## config.mk

```make
export PLATFORM = sky130hd
export DESIGN_NAME = nonarith_dp2sp
export DESIGN_NICKNAME = d
export VERILOG_FILES = /design/src/rtl/nonarith_dp2sp_pkg.sv /design/src/rtl/nonarith_dp2sp_unpack.sv /design/src/rtl/nonarith_dp2sp_tiny.sv /design/src/rtl/nonarith_dp2sp_pack.sv /design/src/rtl/nonarith_dp2sp.sv
export SDC_FILE = /design/constraint.sdc
export NUM_CORES = 1
export LEC_CHECK = 0
export ABC_AREA = 1
export BUFFER_PORTS_ARGS = -buffer_cell sky130_fd_sc_hd__buf_2
export CORE_ASPECT_RATIO = 1.5
export CORE_MARGIN = 4
export CORE_UTILIZATION = 30
export CTS_CLUSTER_SIZE = 25
export DETAILED_ROUTE_END_ITERATION = 16
export PLACE_DENSITY = 0.45
export RECOVER_POWER = 50
export SLEW_MARGIN = 10
export SYNTH_ARGS = -nofsm -noshare
export SYNTH_HDL_FRONTEND = slang
export SYNTH_HIERARCHICAL = 1
export SYNTH_SLANG_ARGS = --single-unit
```

## constraint.sdc

```tcl
create_clock -name clk -period 7.7 [get_ports clk]
set_clock_uncertainty 0.15 [all_clocks]
set_input_delay 1.155 -clock clk [delete_from_list [all_inputs] [get_ports clk]]
set_output_delay 1.155 -clock clk [all_outputs]
set_load 0.005 [all_outputs]
```

## src/rtl/nonarith_dp2sp_pkg.sv

```systemverilog
package nonarith_dp2sp_pkg;

    localparam int DP_W      = 64;
    localparam int DP_EXP_W  = 11;
    localparam int DP_FRAC_W = 52;
    localparam int SP_W      = 32;
    localparam int SP_EXP_W  = 8;
    localparam int SP_FRAC_W = 23;

    // working significand carries the implicit leading bit
    localparam int WORK_W    = DP_FRAC_W + 1;
    // first exponent that still maps to a single-precision normal
    localparam int TINY_EDGE = 897;
    // exponent assigned to tiny values after denormalization
    localparam int TINY_EXP  = TINY_EDGE - 1;
    // beyond this shift distance the fraction is forced to zero
    localparam int SHIFT_MAX = 63;
    localparam int AMT_W     = DP_EXP_W + 1;
    localparam int REPL      = DP_W / SP_W;

    typedef struct packed {
        logic                 sign;
        logic [DP_EXP_W-1:0]  exp;
        logic [WORK_W-1:0]    frac;
    } work_t;

endpackage

```

## src/rtl/nonarith_dp2sp_unpack.sv

```systemverilog
module nonarith_dp2sp_unpack
    import nonarith_dp2sp_pkg::*;
(
    input  logic [DP_W-1:0] operand,
    output work_t           fields
);

    logic [DP_EXP_W-1:0]  raw_exp;
    logic [DP_FRAC_W-1:0] raw_frac;
    logic                 exp_zero;
    logic                 is_denorm;

    always_comb begin
        raw_exp   = operand[DP_W-2 -: DP_EXP_W];
        raw_frac  = operand[DP_FRAC_W-1:0];
        exp_zero  = (raw_exp == '0);
        is_denorm = exp_zero && (raw_frac != '0);

        fields.sign = operand[DP_W-1];
        // implicit one only for nonzero exponents; zero stays all-zero
        fields.frac = {~exp_zero, raw_frac};
        // a denormal is treated as having the smallest normal exponent
        if (is_denorm) begin
            fields.exp = DP_EXP_W'(1);
        end else begin
            fields.exp = raw_exp;
        end
    end

endmodule

```

## src/rtl/nonarith_dp2sp_tiny.sv

```systemverilog
module nonarith_dp2sp_tiny
    import nonarith_dp2sp_pkg::*;
(
    input  work_t fields_in,
    output work_t fields_out
);

    logic             is_tiny;
    logic [AMT_W-1:0] amt;

    always_comb begin
        is_tiny = (fields_in.exp < DP_EXP_W'(TINY_EDGE)) && (fields_in.frac != '0);
        amt     = AMT_W'(TINY_EDGE) - {1'b0, fields_in.exp};

        fields_out = fields_in;
        if (is_tiny) begin
            if (amt > AMT_W'(SHIFT_MAX)) begin
                fields_out.frac = '0;
            end else begin
                fields_out.frac = fields_in.frac >> amt;
            end
            fields_out.exp = DP_EXP_W'(TINY_EXP);
        end
    end

endmodule

```

## src/rtl/nonarith_dp2sp_pack.sv

```systemverilog
module nonarith_dp2sp_pack
    import nonarith_dp2sp_pkg::*;
(
    input  work_t           fields,
    output logic [SP_W-1:0] word
);

    always_comb begin
        word = {fields.sign,
                fields.exp[DP_EXP_W-1],
                fields.exp[SP_EXP_W-2:0],
                fields.frac[DP_FRAC_W-1 -: SP_FRAC_W]};
    end

endmodule

```

## src/rtl/nonarith_dp2sp.sv

```systemverilog
module nonarith_dp2sp
    import nonarith_dp2sp_pkg::*;
(
    input  logic            clk,
    input  logic            rst,
    input  logic            in_valid,
    input  logic [DP_W-1:0] in_data,
    output logic            out_valid,
    output logic [DP_W-1:0] out_data
);

    typedef struct packed {
        logic            vld;
        logic [DP_W-1:0] data;
    } state_t;

    state_t           st_d, st_q;
    work_t            unpacked;
    work_t            shaped;
    logic [SP_W-1:0]  word;
    logic [DP_W-1:0]  repl_word;

    nonarith_dp2sp_unpack u_unpack (
        .operand (in_data),
        .fields  (unpacked)
    );

    nonarith_dp2sp_tiny u_tiny (
        .fields_in  (unpacked),
        .fields_out (shaped)
    );

    nonarith_dp2sp_pack u_pack (
        .fields (shaped),
        .word   (word)
    );

    for (genvar g = 0; g < REPL; g++) begin : g_repl
        assign repl_word[g*SP_W +: SP_W] = word;
    end

    always_comb begin
        st_d     = st_q;
        st_d.vld = in_valid;
        if (in_valid) begin
            st_d.data = repl_word;
        end
    end

    always_ff @(posedge clk) begin
        if (rst) begin
            st_q <= '0;
        end else begin
            st_q <= st_d;
        end
    end

    assign out_valid = st_q.vld;
    assign out_data  = st_q.data;

endmodule

```

# Word-level counts from Yosys, hierarchy flattened
# Cells that the tools add are included.
[word_totals]
regBits = 65
input_bits = 67
output_inout_bits = 65
word_cells = 15
[op_classes]
addsub = 1
order_cmp = 2
n_shift = 1
mux = 3
n_bitwise = 1
n_reduce_logical = 5
[ops]
columns = ["op", "count"]
rows = [
  ["64-bit 2-to-1 mux", 1],
  ["53-bit 2-to-1 mux", 1],
  ["53-bit nonzero test", 1],
  ["53-bit by 12-bit >> shifter with 53-bit output", 1],
  ["52-bit nonzero test", 1],
  ["12-bit by 6-bit greater-than comparator with 1-bit output, second input constant", 1],
  ["10-bit by 11-bit subtractor with 12-bit output, first input constant", 1],
  ["11-bit zero test", 1],
  ["11-bit by 10-bit < comparator with 1-bit output, second input constant", 1],
  ["11-bit 2-to-1 mux", 1],
  ["1-bit logical AND", 2],
  ["1-bit inverter", 1],
]

# Longest topological paths before layout
# Gate-level depths: netlist (run 1).
[depth]
depth_word = 7
depth_mapped = 29
depth_no_buf = 24

# Cells and area by module
# Netlist (run 1), hierarchy kept.
[modules_own_cells]
columns = ["mod", "n_inst", "cells_per_inst", "area_each_um2", "seq_area_each_um2"]
rows = [
  ["nonarith_dp2sp_tiny", 1, 960, 4667.0, 0.0],
  ["nonarith_dp2sp", 1, 238, 1592.8, 660.6],
  ["nonarith_dp2sp_unpack", 1, 126, 684.4, 0.0],
  ["nonarith_dp2sp_pack", 1, 32, 240.2, 0.0],
]

# Worst setup path after synthesis (run 1)
# Ideal clock, no wire load.
[synth_path]
path_kind = "in2reg"
startpoint = "in in_data[53]"
endpoint = "reg st_q (netlist bit out_data[34])"
setup_ps = 64
arrival_ps = 3982
t_required_ps = 7486
path_slack_ps = 3504
path_stages = 28
n_path_buf = 6
path_cell_list = "clkbuf_1 > buf_2 > inv_1 > clkbuf_1 > buf_1 > ha_1 > inv_1 > nor2_2 > nand3_1 > nand2_1 > nand2_1 > nor2_4 > nand2_4 > clkinv_4 > buf_12 > nand3_4 > nand2_2 > nand3_1 > nand2_1 > nand2_2 > a21oi_1 > nand2_1 > o21ai_0 > buf_4 > inv_1 > nand2_1 > nand2_1 > nor2_1"
[synth_rtl]
columns = ["element", "line", "text"]
rows = [
  ["start: declaration", "nonarith_dp2sp.sv:7", "input logic [DP_W-1:0] in_data,"],
  ["end signal: assignment", "nonarith_dp2sp.sv:54", "st_q <= st_d;"],
  ["end: declaration", "nonarith_dp2sp.sv:17", "state_t st_d, st_q;"],
]

==> load_flow_metrics.sql, run 1 <==
INSERT INTO impl_metrics (metric_group, metric, value, unit) VALUES
('critical_path', 'timing.critical_path.max_delay_family', 'buffers and inverters', ''),
('clock_network', 'ctsHtreeMaxLevel', '2', ''),
('placement', 'port-buffer-count', '131', ''),
('clock_network', 'ctsLongestPathBuffers', '2', ''),
('power', 'leakagePower', '2.38', 'nW'),
('drt', 'postRouteAntennaNets', '0', ''),
('clock_network', 'clk_root_buffer_cell', 'sky130_fd_sc_hd__clkbuf_16', ''),
('clock_network', 'cts.repair.resized', '0', ''),
('timing', 'timing.setup.tns', '0', 'ns'),
('timing', 'final.period_utilization', '59.3', '%'),
('placement', 'finalWeightedCongestion', '0.892', ''),
('hold_path', 'hp-class', 'reg -> reg', ''),
('power', 'power_per_cell_area', '129', 'mW/mm²'),
('critical_path', 'worst_reg_to_reg_setup_slack', '6.89', 'ns'),
('finish', 'final_area', '0.00458', 'mm²'),
('floorplan', 'fp-row-count', '56', ''),
('placement', 'cell_count_after_placement', '991', ''),
('drt', 'drt_first_pass_iters', '5', ''),
('floorplan', 'floorplan.initialDensity', '30.8', '%'),
('job', 'timing.max_cap.violations', '1', ''),
('finish', 'register_area', '661', 'µm²'),
('critical_path', 'worstSetupStartpointType', 'input pin', ''),
('floorplan', 'chipWidth', '112', 'µm'),
('power', 'peakVddDrop', '113', 'µV'),
('logic_synthesis', 'synth-warning-count', '6', ''),
('floorplan', 'core_region_area', '0.0158', 'mm²'),
('finish', 'antenna-diode-count', '0', ''),
('timing', 'tightestPinTransition', '2.59', 'ns'),
('drt', 'post_drt_wl_per_cell', '14.2', 'µm'),
('floorplan', 'io-pin-count', '132', ''),
('critical_path', 'critPathBufInv', '4', ''),
('critical_path', 'worstReg2RegStart', 'out_data[34]', ''),
('timing', 'rsz_0062_raised_after_global_routing', 'no', ''),
('drt', 'viasPerCell', '4.72', ''),
('timing', 'setup_viol_count_final', '0', ''),
('drt', 'routedLengthMet1', '6260', 'µm'),
('clock_network', 'number_of_buffers_added_to_fix_hold_violations_after_cts', '0', ''),
('critical_path', 'crit_path_end_kind', 'flop', ''),
('critical_path', 'path_common_cell', 'sky130_fd_sc_hd__nand2_1', ''),
('critical_path', 'timing.reg2reg.worst_path_depth', '2', ''),
('critical_path', 'worstPathRequired', '7.76', 'ns'),
('drt', 'postRouteWirelength', '14200', 'µm'),
('logic_synthesis', 'postSynthCellCount', '867', ''),
('placement', 'place_area', '0.00445', 'mm²'),
('drt', 'met3RoutedLength', '822', 'µm'),
('clock_network', 'numClockSinks', '33', ''),
('floorplan', 'die_area', '0.0183', 'mm²'),
('drt', 'num_vias', '4706', ''),
('drt', 'detailroute.wirelength.met2', '6800', 'µm'),
('placement', 'hpwlAfterDp', '11200', 'µm'),
('critical_path', 'critical_path_class', 'in -> reg', ''),
('hold_path', 'hold_start', 'out_data[62]', ''),
('run_status', 'violations', 'max-capacitance violations, max-slew violations', ''),
('timing', 'final_max_slew_violation_count', '66', ''),
('critical_path', 'critPathArrivalTime', '4.63', 'ns'),
('grt', 'grt_pass1_vias', '4447', ''),
('critical_path', 'worst_path_largest_cell_delay', '0.82', 'ns'),
('clock_network', 'path_clk_slew', '0.05', 'ns'),
('placement', 'pre_cts_slack', '2.87', 'ns'),
('grt', 'grt_first_pass_wirelength', '23200', 'µm'),
('drt', 'drcViolationCount', '0', ''),
('timing', 'finalHoldViolations', '0', ''),
('finish', 'multi_input_comb_area', '0.00258', 'mm²'),
('grt', 'grt_util_all_layers', '15.3', '%'),
('timing', 'fmaxAchievable', '219', 'MHz'),
('grt', 'grt.overflow.total', '0', ''),
('finish', 'layout.filler_cells', '1916', ''),
('run_status', 'status', 'finished, violations left', ''),
('timing', 'fin_ws', '3.13', 'ns'),
('clock_network', 'worst_skew_pair.late_latency', '0.27', 'ns'),
('critical_path', 'crit_path_cell_trace', 'buf_2 -> inv_1 -> ha_1 -> clkinv_1 -> o21ai_1 -> nand2_1 -> nand2_1 -> nand3_1 -> o21ai_1 -> inv_1 -> nand2_1 -> nand2_1 -> nor2_1', '');
## where the power goes
part | total [mW] | internal (mW) | leakage, nW | switching, mW
sequential | 0.191 | 0.183 | 0.273 | 0.00815
clock | 0.195 | 0.127 | 0.0700 | 0.0679
combinational | 0.207 | 0.0713 | 2.03 | 0.136
## stage by stage
step	utilization, %	hold WS (ns)
CTS	29.1	0.329
global placement	28.2	0.318
finish	29.0	0.328
global route	29.0	0.344
floorplan	-	0.328
detailed placement	28.2	0.322
## worst register-to-register path, stage by stage, from the launching register on
cell	delay (ns)
sky130_fd_sc_hd__dfxtp_1	0.38
sky130_fd_sc_hd__nor2_1	0.06
sky130_fd_sc_hd__nor2_1	0.16
## cells in the final DEF (no fill, tap or decap), drive strengths merged
master,count
nand4,43
clkbuf,17
xor2,2
and2,1
nor2,129
ha,1
nor4,10
o31ai,2
o22ai,2
dfxtp,33
o21ai,21
a21oi,2
inv,65
buf,125
nor3,4
a31oi,1
clkinv,4
nand2,206
nand3,127
## per-layer routing
layer  up-vias  track usage, %
met5         -               0
met3        22            1.99
li1       2460               -
met2       153            25.2
met1      2071            20.5
met4         0            5.31
## state kept, by name, summed over array words and instances (netlist names)
name,flops
out_data,32
out_valid,1
## worst max path at each step
stage           startpoint      endpoint  slack (ns)
6_report       in_data[53]  out_data[35]        3.13
3_3_place_gp   in_data[53]  out_data[35]        2.88
2_1_floorplan  in_data[53]  out_data[34]        3.78
5_1_grt        in_data[53]  out_data[35]        2.82
4_1_cts        in_data[53]  out_data[35]        3.16
3_5_place_dp   in_data[53]  out_data[35]        2.87
## cell type report
| class | count | area share [%] |
|---|---|---|
| sequential | 33 | 14.4 |
| tap | 203 | 5.55 |
| inverter | 69 | 5.80 |
| timing repair buffer | 135 | 14.6 |
| clock buffer | 7 | 3.12 |
| multi-input combinational | 551 | 56.5 |
Power figures use the tool's default switching activity.
==> run 2, diff against run 1 <==
==> constraint.sdc (replaced) <==
create_clock -name clk -period 4.4 [get_ports clk]
set_clock_uncertainty 0.15 [all_clocks]
set_input_delay 0.66 -clock clk [delete_from_list [all_inputs] [get_ports clk]]
set_output_delay 0.66 -clock clk [all_outputs]
set_load 0.005 [all_outputs]
==> run 2 against run 1 <==
Net effect: the run still ends with max-capacitance violations, max-slew violations left; non-clock buffer count grew 6; sequential power rose by 75%; die area stayed put; largest power group unchanged.
==> load_flow_metrics.sql, run 2 (synthesized netlist as in run 1, its figures left out) <==
INSERT INTO impl_metrics (metric_group, metric, value, unit) VALUES
('run_status', 'status', 'finished, violations left', ''),
('run_status', 'violations', 'max-capacitance violations, max-slew violations', ''),
('clock_network', 'cts.repair.resized', '0', ''),
('timing', 'setup_viol_count_final', '0', ''),
('drt', 'post_drt_wl_per_cell', '14.1', 'µm'),
('floorplan', 'core_region_area', '0.0158', 'mm²'),
('finish', 'nets', '869', ''),
('timing', 'post-route-min-period', '3.53', 'ns'),
('timing', 'fin_ws', '0.872', 'ns'),
('timing', 'timing.setup.tns', '0', 'ns'),
('clock_network', 'worst_skew_pair.late_latency', '0.27', 'ns'),
('grt', 'grt_first_pass_wirelength', '22800', 'µm'),
('placement', 'pre_cts_slack', '0.599', 'ns'),
('hold_path', 'hold_path_end', 'out_data[44]', ''),
('critical_path', 'critical_path_class', 'in -> reg', ''),
('grt', 'grt_max_degree', '45', ''),
('finish', 'syn_to_final_growth', '-5.02', '%'),
('drt', 'postRouteAntennaNets', '0', ''),
('finish', 'layout_common_cells', '198 x sky130_fd_sc_hd__nand2_1, 122 x sky130_fd_sc_hd__nor2_1, 119 x sky130_fd_sc_hd__buf_2, 118 x sky130_fd_sc_hd__nand3_1, 60 x sky130_fd_sc_hd__inv_1', ''),
('power', 'power_per_cell_area', '225', 'mW/mm²'),
('timing', 'final_max_slew_violation_count', '37', ''),
('timing', 'fmaxAchievable', '283', 'MHz'),
('timing', 'final.period_utilization', '80.2', '%'),
('hold_path', 'hp-class', 'reg -> reg', ''),
('critical_path', 'timing.rr.end', 'out_data[32]', ''),
('hold_path', 'hold_start', 'out_data[44]', ''),
('critical_path', 'worstReg2RegStart', 'out_data[32]', ''),
('critical_path', 'crit_path_cell_trace', 'buf_2 -> inv_1 -> ha_1 -> inv_1 -> nor2_2 -> nand3_1 -> nand2_1 -> nor2_4 -> buf_4 -> buf_4 -> nand4_1 -> nand3_1 -> nand3_1 -> nand3_1 -> nand3_1 -> nand2_1 -> nand2_1 -> o21ai_1 -> inv_1 -> nand2_1 -> nand2_1 -> nor2_1', ''),
('clock_network', 'ctsHtreeMaxLevel', '2', ''),
('floorplan', 'fp-row-count', '56', ''),
('drt', 'num_vias', '4770', ''),
('clock_network', 'clk_root_buffer_cell', 'sky130_fd_sc_hd__clkbuf_16', ''),
('critical_path', 'worstSetupStartpointType', 'input pin', ''),
('clock_network', 'numClockSinks', '33', ''),
('grt', 'grt_util_all_layers', '15.1', '%'),
('drt', 'viasPerCell', '4.75', ''),
('grt', 'grt_pass1_vias', '4442', ''),
('timing', 'rsz_0062_raised_after_global_routing', 'no', ''),
('clock_network', 'numCtsBuffers', '5', ''),
('drt', 'drt_first_pass_iters', '7', ''),
('placement', 'cell_count_after_placement', '997', ''),
('finish', 'antenna-diode-count', '0', ''),
('grt', 'grt.overflow.total', '0', ''),
('placement', 'hpwlAfterDp', '11200', 'µm'),
('timing', 'finalHoldViolations', '0', ''),
('clock_network', 'path_clk_slew', '0.05', 'ns'),
('timing', 'timing.slew.headroom', '-1.60', '%'),
('finish', 'layout.filler_cells', '1907', ''),
('timing', 'tightestPinTransition', '1.52', 'ns'),
('hold_path', 'min_delay_path_depth', '2', ''),
('finish', 'layout_commonest_cell', 'sky130_fd_sc_hd__nand2_1', ''),
('critical_path', 'worst_reg_to_reg_setup_slack', '3.60', 'ns'),
('critical_path', 'crit_path_end_kind', 'flop', ''),
('floorplan', 'die_area', '0.0183', 'mm²'),
('critical_path', 'critical_path.max_fanout', '26', ''),
('clock_network', 'tritoncts', 'yes', ''),
('clock_network', 'ctsLongestPathBuffers', '2', ''),
('finish', 'final_cells', '1004', ''),
('floorplan', 'floorplan.die.height', '164', 'µm'),
('critical_path', 'worstPathRequired', '4.46', 'ns'),
('critical_path', 'critPathArrivalTime', '3.59', 'ns'),
('finish', 'drive_gt1_share', '21.2', '%'),
('finish', 'largest_register_ffs', '32', ''),
('floorplan', 'chipWidth', '112', 'µm'),
('power', 'leakagePower', '2.40', 'nW'),
('critical_path', 'crit_path_max_delay_cell_type', 'sky130_fd_sc_hd__buf_2', ''),
('finish', 'final_core_utilization', '29.3', '%'),
('critical_path', 'worst_path_largest_cell_delay', '0.41', 'ns'),
('floorplan', 'io-pin-count', '132', ''),
('job', 'timing.max_cap.violations', '1', ''),
('drt', 'drt-initial-drc-count', '278', ''),
('clock_network', 'number_of_buffers_added_to_fix_hold_violations_after_cts', '0', ''),
('drt', 'postRouteWirelength', '14100', 'µm'),
('placement', 'finalWeightedCongestion', '0.875', ''),
('critical_path', 'timing.reg2reg.worst_path_depth', '2', ''),
('clock_network', 'post-cts-setup-buffers', '0', ''),
('power', 'peakVddDrop', '159', 'µV'),
('drt', 'drcViolationCount', '0', ''),
('floorplan', 'floorplan.initialDensity', '30.8', '%'),
('grt', 'grt_antenna_before_repair', '0', ''),
('placement', 'port-buffer-count', '131', '');
run 2: cell count changes in the layout (fill, tap and decap cells not counted), sizes merged:
cell | previous run | this run
buf | 125 | 129
clkbuf | 17 | 19
run 2: per-layer routing:
| metal | up-vias | GRT usage [%] | share of wire [%] |
|---|---|---|---|
| met1 | 2117 | 20.0 | 45 |
| li1 | 2470 | - | - |
| met2 | 161 | 25.3 | 47 |
| met4 | 0 | 5.53 | 2.7 |
| met5 | - | 0 | 0 |
| met3 | 22 | 1.44 | 5.1 |
run 2: how the worst max path moves through the flow:
stage / start / slack (ns) / cells after the start / endpoint
floorplan: in_data[53] / 0.97 / 26 / out_data[34]
global placement: in_data[53] / 0.61 / 22 / out_data[39]
detailed placement: in_data[53] / 0.60 / 22 / out_data[39]
CTS: in_data[53] / 0.87 / 22 / out_data[39]
global route: in_data[53] / 0.52 / 22 / out_data[45]
finish: in_data[53] / 0.87 / 22 / out_data[39]
run 2: stage by stage:
step                      power [mW]  area [µm²]  hold WS, ns
after floorplan                0.675        4860        0.328
after global placement         0.709        4490        0.320
after detailed placement       0.707        4490        0.326
after CTS                       1.06        4630        0.334
after global routing            1.11        4610        0.355
final                           1.04        4610        0.329
run 2: power breakdown:
| group | leakage, nW | internal [mW] | switching, mW |
|---|---|---|---|
| sequential | 0.273 | 0.319 | 0.0143 |
| combinational | 2.06 | 0.127 | 0.238 |
| clock | 0.0700 | 0.222 | 0.119 |
| total | 2.40 | 0.668 | 0.371 |
run 2: final cells by class:
cell class | instances | area, µm² | share of cell area (%)
inverters | 69 | 265 | 5.75
well taps | 203 | 254 | 5.50
repair buffers | 141 | 716 | 15.5
flip-flops and latches | 33 | 661 | 14.3
clock buffers | 7 | 143 | 3.09
multi-input cells | 551 | 2580 | 55.8
run 2: worst max-delay path, delay by kind of cell:
family,cells,cell delay (ns)
adder cells (fa/ha/maj),1,0.23
AND/OR/NAND/NOR,14,1.39
buffers and inverters,6,1.19
AO/OA/AOI/OAI,1,0.10
